<file path="src/rtl/tick_usec_pkg.sv">
// Package: widths and shared types of the tick-to-microsecond scaler.
// Assumes: a divisor of at most DIV_W bits keeps the rounded Q16 factor
// within FACTOR_W bits for any rate of at least 1000 Hz.
package tick_usec_pkg;
    localparam int FREQ_W    = 32;
    localparam int DIV_W     = 6;
    localparam int TICK_W    = 16;
    localparam int FACTOR_W  = 32;
    localparam int FRAC_W    = 16;
    localparam int RND_POS   = 12;
    localparam int HZ_PER_KHZ = 1000;
    localparam int PROD_W    = TICK_W + FACTOR_W;
    localparam int US_W      = PROD_W - FRAC_W;
    localparam int SCALE_W   = $clog2((64'd1000 << FRAC_W) + 64'd1);
    localparam int NUM_W     = SCALE_W + DIV_W + 1;
    localparam int DV_N_W    = (NUM_W > FREQ_W) ? NUM_W : FREQ_W;
    localparam int DV_D_W    = FREQ_W;

    typedef enum logic [1:0] {
        ST_IDLE  = 2'd0,
        ST_KHZ   = 2'd1,
        ST_RATIO = 2'd2
    } setup_state_e;
endpackage

</file>
<file path="src/rtl/tick_usec_seq_div.sv">
// Restoring unsigned divider, one quotient bit per clock.
// What: after a start pulse it loads dividend and divisor, runs N_W
// iterations and pulses done with the quotient valid from then on.
// Assumes: divisor is non-zero and held by the caller until done.
module tick_usec_seq_div #(
    parameter int N_W = 33,
    parameter int D_W = 32
) (
    input  logic           clk,
    input  logic           rst_n,
    input  logic           start,
    input  logic [N_W-1:0] dividend,
    input  logic [D_W-1:0] divisor,
    output logic           done,
    output logic [N_W-1:0] quotient
);
    localparam int CNT_W = $clog2(N_W + 1);

    logic [N_W-1:0]   q_sh;
    logic [D_W-1:0]   rem;
    logic [CNT_W-1:0] iter_left;
    logic             running;
    logic [D_W:0]     rem_sh;
    logic [D_W+1:0]   trial;
    logic             fits;

    // Trial subtraction of the divisor from the shifted partial remainder.
    always_comb begin
        rem_sh = {rem, q_sh[N_W-1]};
        trial  = {1'b0, rem_sh} - {2'b00, divisor};
        fits   = ~trial[D_W+1];
    end

    // Iteration state: shift one quotient bit in per cycle while running.
    always_ff @(posedge clk) begin
        if (!rst_n) begin
            q_sh      <= '0;
            rem       <= '0;
            iter_left <= '0;
            running   <= 1'b0;
            done      <= 1'b0;
        end else begin
            done <= 1'b0;
            if (start) begin
                q_sh      <= dividend;
                rem       <= '0;
                iter_left <= CNT_W'(N_W);
                running   <= 1'b1;
            end else if (running) begin
                q_sh      <= {q_sh[N_W-2:0], fits};
                rem       <= fits ? D_W'(trial) : D_W'(rem_sh);
                iter_left <= iter_left - 1'b1;
                if (iter_left == CNT_W'(1)) begin
                    running <= 1'b0;
                    done    <= 1'b1;
                end
            end
        end
    end

    assign quotient = q_sh;
endmodule

</file>
<file path="src/rtl/tick_usec_ratio_ctrl.sv">
// Setup sequencer for the Q16 microseconds-per-tick factor.
// What: checks the rate, runs the shared divider twice (rate/1000, then
// the rounded scaled divisor over that), and commits the factor.
// Assumes: start is sampled only while idle; a low rate refuses the setup.
module tick_usec_ratio_ctrl
    import tick_usec_pkg::*;
(
    input  logic                clk,
    input  logic                rst_n,
    input  logic                start,
    input  logic [FREQ_W-1:0]   freq_hz,
    input  logic [DIV_W-1:0]    divisor,
    output logic                done,
    output logic                err,
    output logic                busy,
    output logic                have_factor,
    output logic [FACTOR_W-1:0] factor
);
    localparam logic [DV_N_W-1:0] SCALE_Q16 = DV_N_W'(64'd1000 << FRAC_W);
    localparam logic [FREQ_W-1:0] MIN_HZ    = FREQ_W'(HZ_PER_KHZ);

    setup_state_e        state;
    logic                dv_start;
    logic                dv_done;
    logic [DV_N_W-1:0]   dv_num;
    logic [DV_D_W-1:0]   dv_den;
    logic [DV_N_W-1:0]   dv_quot;
    logic [DIV_W-1:0]    div_hold;
    logic [DV_D_W-1:0]   khz_w;
    logic [DV_N_W-1:0]   ratio_num;

    // Second-pass numerator: scaled divisor plus half the kHz value.
    always_comb begin
        khz_w     = DV_D_W'(dv_quot);
        ratio_num = SCALE_Q16 * DV_N_W'(div_hold) + DV_N_W'(khz_w >> 1);
    end

    // Sequencer: refuse, then kHz pass, then ratio pass, then commit.
    always_ff @(posedge clk) begin
        if (!rst_n) begin
            state       <= ST_IDLE;
            dv_start    <= 1'b0;
            dv_num      <= '0;
            dv_den      <= '0;
            div_hold    <= '0;
            done        <= 1'b0;
            err         <= 1'b0;
            have_factor <= 1'b0;
            factor      <= '0;
        end else begin
            dv_start <= 1'b0;
            done     <= 1'b0;
            unique case (state)
                ST_IDLE: begin
                    if (start) begin
                        if (freq_hz < MIN_HZ) begin
                            err  <= 1'b1;
                            done <= 1'b1;
                        end else begin
                            err      <= 1'b0;
                            div_hold <= divisor;
                            dv_num   <= DV_N_W'(freq_hz);
                            dv_den   <= DV_D_W'(HZ_PER_KHZ);
                            dv_start <= 1'b1;
                            state    <= ST_KHZ;
                        end
                    end
                end
                ST_KHZ: begin
                    if (dv_done) begin
                        dv_num   <= ratio_num;
                        dv_den   <= khz_w;
                        dv_start <= 1'b1;
                        state    <= ST_RATIO;
                    end
                end
                ST_RATIO: begin
                    if (dv_done) begin
                        factor      <= FACTOR_W'(dv_quot);
                        have_factor <= 1'b1;
                        done        <= 1'b1;
                        state       <= ST_IDLE;
                    end
                end
                default: state <= ST_IDLE;
            endcase
        end
    end

    assign busy = (state != ST_IDLE);

    tick_usec_seq_div #(
        .N_W (DV_N_W),
        .D_W (DV_D_W)
    ) div_i (
        .clk      (clk),
        .rst_n    (rst_n),
        .start    (dv_start),
        .dividend (dv_num),
        .divisor  (dv_den),
        .done     (dv_done),
        .quotient (dv_quot)
    );
endmodule

</file>
<file path="src/rtl/tick_usec_conv_pipe.sv">
// Two-stage conversion pipeline: full-width multiply, then bias and shift.
// Assumes: in_valid is already gated by readiness; factor is steady while
// requests are accepted.
module tick_usec_conv_pipe
    import tick_usec_pkg::*;
(
    input  logic                clk,
    input  logic                rst_n,
    input  logic                in_valid,
    input  logic [TICK_W-1:0]   ticks,
    input  logic [FACTOR_W-1:0] factor,
    output logic                out_valid,
    output logic [US_W-1:0]     out_us
);
    localparam logic [PROD_W:0] BIAS = (PROD_W+1)'(1) << RND_POS;

    logic              s1_valid;
    logic [PROD_W-1:0] s1_prod;
    logic [PROD_W:0]   biased;

    // Rounding sum, one bit wider than the product.
    always_comb begin
        biased = {1'b0, s1_prod} + BIAS;
    end

    // Stage 1: register the exact product.
    always_ff @(posedge clk) begin
        if (!rst_n) begin
            s1_valid <= 1'b0;
            s1_prod  <= '0;
        end else begin
            s1_valid <= in_valid;
            if (in_valid) begin
                s1_prod <= PROD_W'(ticks) * PROD_W'(factor);
            end
        end
    end

    // Stage 2: register the rounded microsecond value.
    always_ff @(posedge clk) begin
        if (!rst_n) begin
            out_valid <= 1'b0;
            out_us    <= '0;
        end else begin
            out_valid <= s1_valid;
            if (s1_valid) begin
                out_us <= US_W'(biased >> FRAC_W);
            end
        end
    end
endmodule

</file>
<file path="src/rtl/tick_usec_conv.sv">
// Top of the tick-to-microsecond scaler.
// What: joins the setup sequencer and the conversion pipeline and gates
// conversion requests on a held factor and an idle sequencer.
// Assumes: a single clock domain and synchronous active-low reset.
module tick_usec_conv
    import tick_usec_pkg::*;
(
    input  logic                clk,
    input  logic                rst_n,
    input  logic                cfg_start,
    input  logic [FREQ_W-1:0]   cfg_freq_hz,
    input  logic [DIV_W-1:0]    cfg_divisor,
    output logic                cfg_done,
    output logic                cfg_err,
    output logic                cfg_busy,
    output logic                conv_ready,
    output logic [FACTOR_W-1:0] factor_q16,
    input  logic                tick_valid,
    input  logic [TICK_W-1:0]   tick_count,
    output logic                us_valid,
    output logic [US_W-1:0]     us_value
);
    logic have_factor;
    logic accept;

    // Request gating: only with a committed factor and no setup running.
    always_comb begin
        conv_ready = have_factor & ~cfg_busy;
        accept     = tick_valid & conv_ready;
    end

    tick_usec_ratio_ctrl ctrl_i (
        .clk         (clk),
        .rst_n       (rst_n),
        .start       (cfg_start),
        .freq_hz     (cfg_freq_hz),
        .divisor     (cfg_divisor),
        .done        (cfg_done),
        .err         (cfg_err),
        .busy        (cfg_busy),
        .have_factor (have_factor),
        .factor      (factor_q16)
    );

    tick_usec_conv_pipe pipe_i (
        .clk       (clk),
        .rst_n     (rst_n),
        .in_valid  (accept),
        .ticks     (tick_count),
        .factor    (factor_q16),
        .out_valid (us_valid),
        .out_us    (us_value)
    );
endmodule

</file>
<file path="config.mk">
export PLATFORM = sky130hd
export DESIGN_NAME = tick_usec_conv
export DESIGN_NICKNAME = d
export VERILOG_FILES = /design/src/rtl/tick_usec_pkg.sv /design/src/rtl/tick_usec_seq_div.sv /design/src/rtl/tick_usec_ratio_ctrl.sv /design/src/rtl/tick_usec_conv_pipe.sv /design/src/rtl/tick_usec_conv.sv
export SDC_FILE = /design/constraint.sdc
export NUM_CORES = 2
export LEC_CHECK = 0
export ABC_AREA = 0
export ABC_CLOCK_PERIOD_IN_PS = 7000
export BUFFER_PORTS_ARGS = -buffer_cell sky130_fd_sc_hd__clkbuf_2
export CAP_MARGIN = 30
export CORE_ASPECT_RATIO = 1.75
export CORE_MARGIN = 4
export CORE_UTILIZATION = 45
export CTS_CLUSTER_SIZE = 40
export DETAILED_ROUTE_END_ITERATION = 10
export HOLD_SLACK_MARGIN = 0.05
export SYNTH_ARGS = -nofsm -noshare
export SYNTH_HDL_FRONTEND = slang
export SYNTH_SLANG_ARGS = --single-unit
</file>
<file path="constraint.sdc">
create_clock -name clk -period 7 [get_ports clk]
set_input_delay 0.35 -clock clk [delete_from_list [all_inputs] [get_ports clk]]
set_output_delay 0.35 -clock clk [all_outputs]
set_load 0.05 [all_outputs]
</file>
; Word-level counts from Yosys, hierarchy flattened
; Cells that the tools add are included.
[totals]
regBits = 264
inputBits = 58
wordCells = 80
[op_classes]
add_sub_neg = 4
n_mul = 2
n_lt_le_gt_ge = 1
eq_ne = 7
mux = 29
bitwise_logic = 7
reduce_logical = 11
[op_table]
columns = cell, n
row1 = two-way mux 33 bit, 5
row2 = two-way mux 32 bit, 4
row3 = case mux 33 bit (2 select lines), 1
row4 = case mux 32 bit (2 select lines), 1
row5 = "adder 48 x 13 -> 48 bit, second input constant", 1
row6 = multiplier 16 x 32 -> 48 bit, 1
row7 = subtractor 33 x 32 -> 34 bit, 1
row8 = adder 32 x 31 -> 33 bit, 1
row9 = "< comparator 32 x 10 -> 1 bit, second input constant", 1
row10 = "multiplier 7 x 6 -> 13 bit, first input constant", 1
row11 = two-way mux 6 bit, 2
row12 = two-way mux 1 bit, 9
row13 = two-way mux 2 bit, 4
row14 = "!= test 2 bit, second input constant", 4
row15 = AND reduction 4 bit, 2
row16 = "equality test 6 x 1 -> 1 bit, second input constant", 1
row17 = case mux 2 bit (3 select lines), 1
row18 = nonzero test 2 bit, 3
row19 = "subtractor 6 x 1 -> 6 bit, second input constant", 1
row20 = inverter 1 bit, 5
row21 = case mux 1 bit (2 select lines), 2
row22 = AND reduction 2 bit, 2
row23 = AND reduction 3 bit, 1
row24 = OR reduction 3 bit, 1
row25 = 5 further kinds, 6

; Depth between registers and ports, before layout
[depth]
ltp_word = 4
depth_mapped = 25
mapped_depth_nobuf = 24

; By module
; From an unflattened synthesis, not the netlist that was laid out.
[unflattened]
hier_cells = 3478
hier_area_um2 = 29663.4
[by_module_without_submodules]
columns = mod, n_inst, cells_per_inst, area_each_um2
row1 = tick_usec_conv_pipe, 1, 2137, 18687.9
row2 = tick_usec_ratio_ctrl, 1, 648, 5720.5
row3 = tick_usec_seq_div, 1, 691, 5240.0
row4 = tick_usec_conv, 1, 2, 15.0

; Worst setup path after synthesis
; Ideal clock, no wire load.
[synth_path]
kind = register to register
start = register ctrl_i.factor[15]
end = register pipe_i.s1_prod[47]
arrival_ns = 6.873
t_required_ns = 6.926
slack_ns = 0.053
path_stages_with_launch = 23
path_buffers = 1
period_less_slack_ns = 6.947
path_cell_list = dfxtp_1 clkbuf_1 nand2_1 fa_1 inv_1 fa_1 fa_1 fa_1 fa_1 inv_1 fa_1 inv_1 ha_1 a21o_1 a221o_1 a31oi_2 o221ai_2 a31oi_4 o311ai_4 a21oi_4 o21bai_2 or4_1 a31oi_1
[synth_via]
elab_chain_cells = 1
[synth_lines]
columns = item, line
row1 = from (decl), tick_usec_ratio_ctrl.sv:17  ; output logic [FACTOR_W-1:0] factor
row2 = from (signal assigned), tick_usec_ratio_ctrl.sv:79  ; factor <= FACTOR_W'(dv_quot);
row3 = multiplier 16 x 32 -> 48 bit, tick_usec_conv_pipe.sv:34  ; s1_prod <= PROD_W'(ticks) * PROD_W'(factor);
row4 = to (signal assigned), tick_usec_conv_pipe.sv:34
row5 = to (decl), tick_usec_conv_pipe.sv:18  ; logic [PROD_W-1:0] s1_prod;
; Every way passes these cells.
; A chain may end at the register's enable or synchronous reset.

; Worst setup path in the final report
[layout_path]
start = register ctrl_i.factor[20]
end = register pipe_i.s1_prod[47]
; The elaborated chain is that of the path after synthesis.

==> run metrics <==
synth top area cells=fa_1 30%, dfxtp_1 18%, ha_1 8.1%; Final nets=4226; DRC=0; DRT antenna net count=0; Fmax achieved=0.148 GHz; Leak=0.0150 uW; Register-to-Register Path Depth=22; total core area=between 60000 and 70000 sq um; Hold Path Sink=ctrl_i.dv_num[19]; Vias/cell=between 5 and 6; final WL=a little under 90000 um; max cap viols=0; Hold Path Cell Cnt=3; Reg clk slew, reported paths=70 ps; WL/cell=20.4 um; Vias=around 24000; CTS tree=built; initial DRC count=around 1200; DRT Pass-1 Iters=8; Cells after Synth=approximately 3400; grt total ovfl=0; Post-synth EDFFs=0; most common cell in the netlist=nand2_1; # rows=122; Worst Hold Slack=65.5 ps; reg2reg start=ctrl_i.factor[20]; Total GRT Usage=0.270; Total Die Area=just under 70000 sq um; Post-Synthesis Cell Area=about 29000 sq um; RSZ-0062 raised after global routing=false; # fillers=6224; post-CTS setup buffer count=0; Syn Area/Cell=8.37 sq um; Startpoint Class=register; Synthesized Nets=4096; Fin Setup TNS=0 ps; global-route wire length before repair=142000 um; vias in the first global route=25800; largest area contributor in the netlist=fa_1; initial antenna violation count=3; post-synthesis sequential area ratio=0.176; I/O pins=127; fin crit share=0.965; Async SR Flop Fraction=0; endpoints failing setup=0; placed cells=4304; dpl hpwl=71900 um; maximum VDD drop=around 0.19 mV; slew margin rel.=0.363; post-synthesis cell type count=69; status=completed; FF-to-FF setup slack=250 ps; worst r2r dst=pipe_i.s1_prod[47]; Hold Path Origin=cfg_freq_hz[19]; port buffer count=126; worst skew pair latency=590 ps; die height=342 um; Sink Count=around 250; post-synth top area share=0.302; clk buf depth=3; Final min period=slightly below 7000 ps; CP arrival=7260 ps; Chip Width=199 um; Clock Tree Root=clkbuf_16; multi-input logic area=20800 sq um; largest net degree at the start of global routing=122; crit path capture type=register; register area=slightly above 5000 sq um; Final Non-Filler Cells=4375; share of cells above drive strength 1=0.0961; number of H-tree levels=1; max-slew violation count=0; Worst Clk Skew=between 20 and 30 ps; Area Overhead vs Synth=11.4%; Worst-Margin Slew=956 ps; Seq cells post-synth=252; Top FF cell, synth=dfxtp_1; Hold WC Path Type=input pin to register; Setup CP Type=register to register; WP data required=7510 ps; Commonest cells post-synth=568 x nand2_1, 554 x inv_1, 432 x fa_1; Num CTS Buffers=25; Crit Path Max Fanout=11; Initial Utilization=0.453; power per standard cell area=125 nW/um^2; Synth Warn #=0; RD Place Congestion=0.934; Final Hold Fails=0
==> cell type report <==
cell class	instances	share of cell area
Multi-Input combinational cell	2430	0.653
Sequential cell	252	0.159
Inverter	555	0.0655
Timing Repair Buffer	286	0.0641
Tap cell	806	0.0316
Clock buffer	32	0.0220
Clock inverter	13	0.00487
Antenna cell	1	0.0000785
==> how the worst max path moves through the flow <==
stage | slack [ps] | depth (start not counted) | from | end
after CTS | 180 | 21 | ctrl_i.factor[13] | pipe_i.s1_prod[47]
final | 250 | 22 | ctrl_i.factor[20] | pipe_i.s1_prod[47]
after global routing | 1 | 22 | ctrl_i.factor[20] | pipe_i.s1_prod[47]
after floorplan | 50 | 22 | ctrl_i.factor[15] | pipe_i.s1_prod[47]
after detailed placement | 70 | 24 | tick_count[4] | pipe_i.s1_prod[47]
after global placement | 70 | 24 | tick_count[5] | pipe_i.s1_prod[47]
==> what timing repair did <==
item	4_1_cts	5_1_grt
setup endpoints to repair	0	11
gates resized for setup	0	7
endpoints found under the hold margin	24	0
hold buffers	24	0
==> power by group <==
part	leakage (uW)	switching, uW	internal (uW)	total (uW)
clock	0.000422	655	795	1450
sequential	0.00205	53.2	1480	1540
combinational	0.0125	613	387	1000
==> logic make-up (layout without fill, tap and decap cells) <==
kind of cell	after synthesis	count (layout)	synth area share
XOR/XNOR	110	110	0.0337
flip-flops	252	252	0.176
multiplexers	51	51	0.0178
adder cells (fa/ha/maj)	618	618	0.383
AO/OA/AOI/OAI	520	520	0.112
AND/OR/NAND/NOR	1131	1131	0.180
other	0	1	0
buffers and inverters	738	886	0.0968
==> placed cells by master, fill, tap and decap left out, types with 11 or more instances in the layout <==
| cell type | n |
|---|---|
| nand2_1 | 568 |
| dfxtp_1 | 242 |
| a31oi_1 | 12 |
| nand3_1 | 41 |
| mux2i_1 | 51 |
| clkbuf_16 | 25 |
| nor2b_1 | 11 |
| inv_1 | 554 |
| a311oi_1 | 27 |
| nor3_1 | 26 |
| and2_1 | 213 |
| ha_1 | 186 |
| and3_1 | 14 |
| a21oi_1 | 222 |
| or3_1 | 11 |
| a22oi_1 | 13 |
| nor2_1 | 188 |
| clkbuf_2 | 126 |
| o21ai_0 | 111 |
| buf_4 | 122 |
| a211oi_1 | 30 |
| xor2_1 | 49 |
| dlygate4sd3_1 | 24 |
| fa_1 | 432 |
| a21o_1 | 39 |
| buf_12 | 12 |
| xnor2_1 | 61 |
| nand4_1 | 18 |
==> worst max-delay path, stage by stage (launching register included) <==
cell and delay, ps:
dfxtp_1 630, buf_4 300, nand2_1 100, fa_1 530, inv_1 50, fa_1 480
fa_1 530, fa_1 430, fa_1 550, inv_1 60, fa_1 630, inv_1 80
ha_1 340, and2_1 170, a21o_1 180, a31oi_2 220, o221ai_2 150, a31oi_4 220
o311ai_4 140, a21oi_4 180, o21bai_2 70, or4_1 460, a31oi_1 170
==> stage by stage <==
stage / worst slack, ps / cell area, sq um / utilization / total power [uW]
CTS: 177 / 31900 / 0.504 / 4020
finish: 247 / 31900 / 0.505 / 3990
global placement: 68.4 / 30700 / 0.486 / 2550
floorplan: 52.7 / 28600 / - / 2290
global route: 0.956 / 31900 / 0.505 / 4200
detailed placement: 74.3 / 30800 / 0.487 / 2560
==> state kept, by name, indices dropped and copies added (netlist names) <==
register and flops:
ctrl_i.dv_den 32, ctrl_i.div_i.iter_left 6, pipe_i.s1_prod 36, pipe_i.out_valid 1, ctrl_i.err 1, ctrl_i.have_factor 1
ctrl_i.div_i.done 1, ctrl_i.done 1, ctrl_i.div_i.rem 32, ctrl_i.state 2, ctrl_i.div_i.running 1, ctrl_i.dv_num 33
ctrl_i.factor 32, ctrl_i.div_hold 6, pipe_i.s1_valid 1, ctrl_i.dv_start 1, ctrl_i.div_i.quotient 33, pipe_i.out_us 32
==> per-layer routing <==
metal / wire length, um / GRT usage
met1: 28200 / 0.256
met2: 49000 / 0.518
met3: 3080 / 0.0228
met4: 9190 / 0.211
met5: 0 / 0
Power figures use the tool's default switching activity.
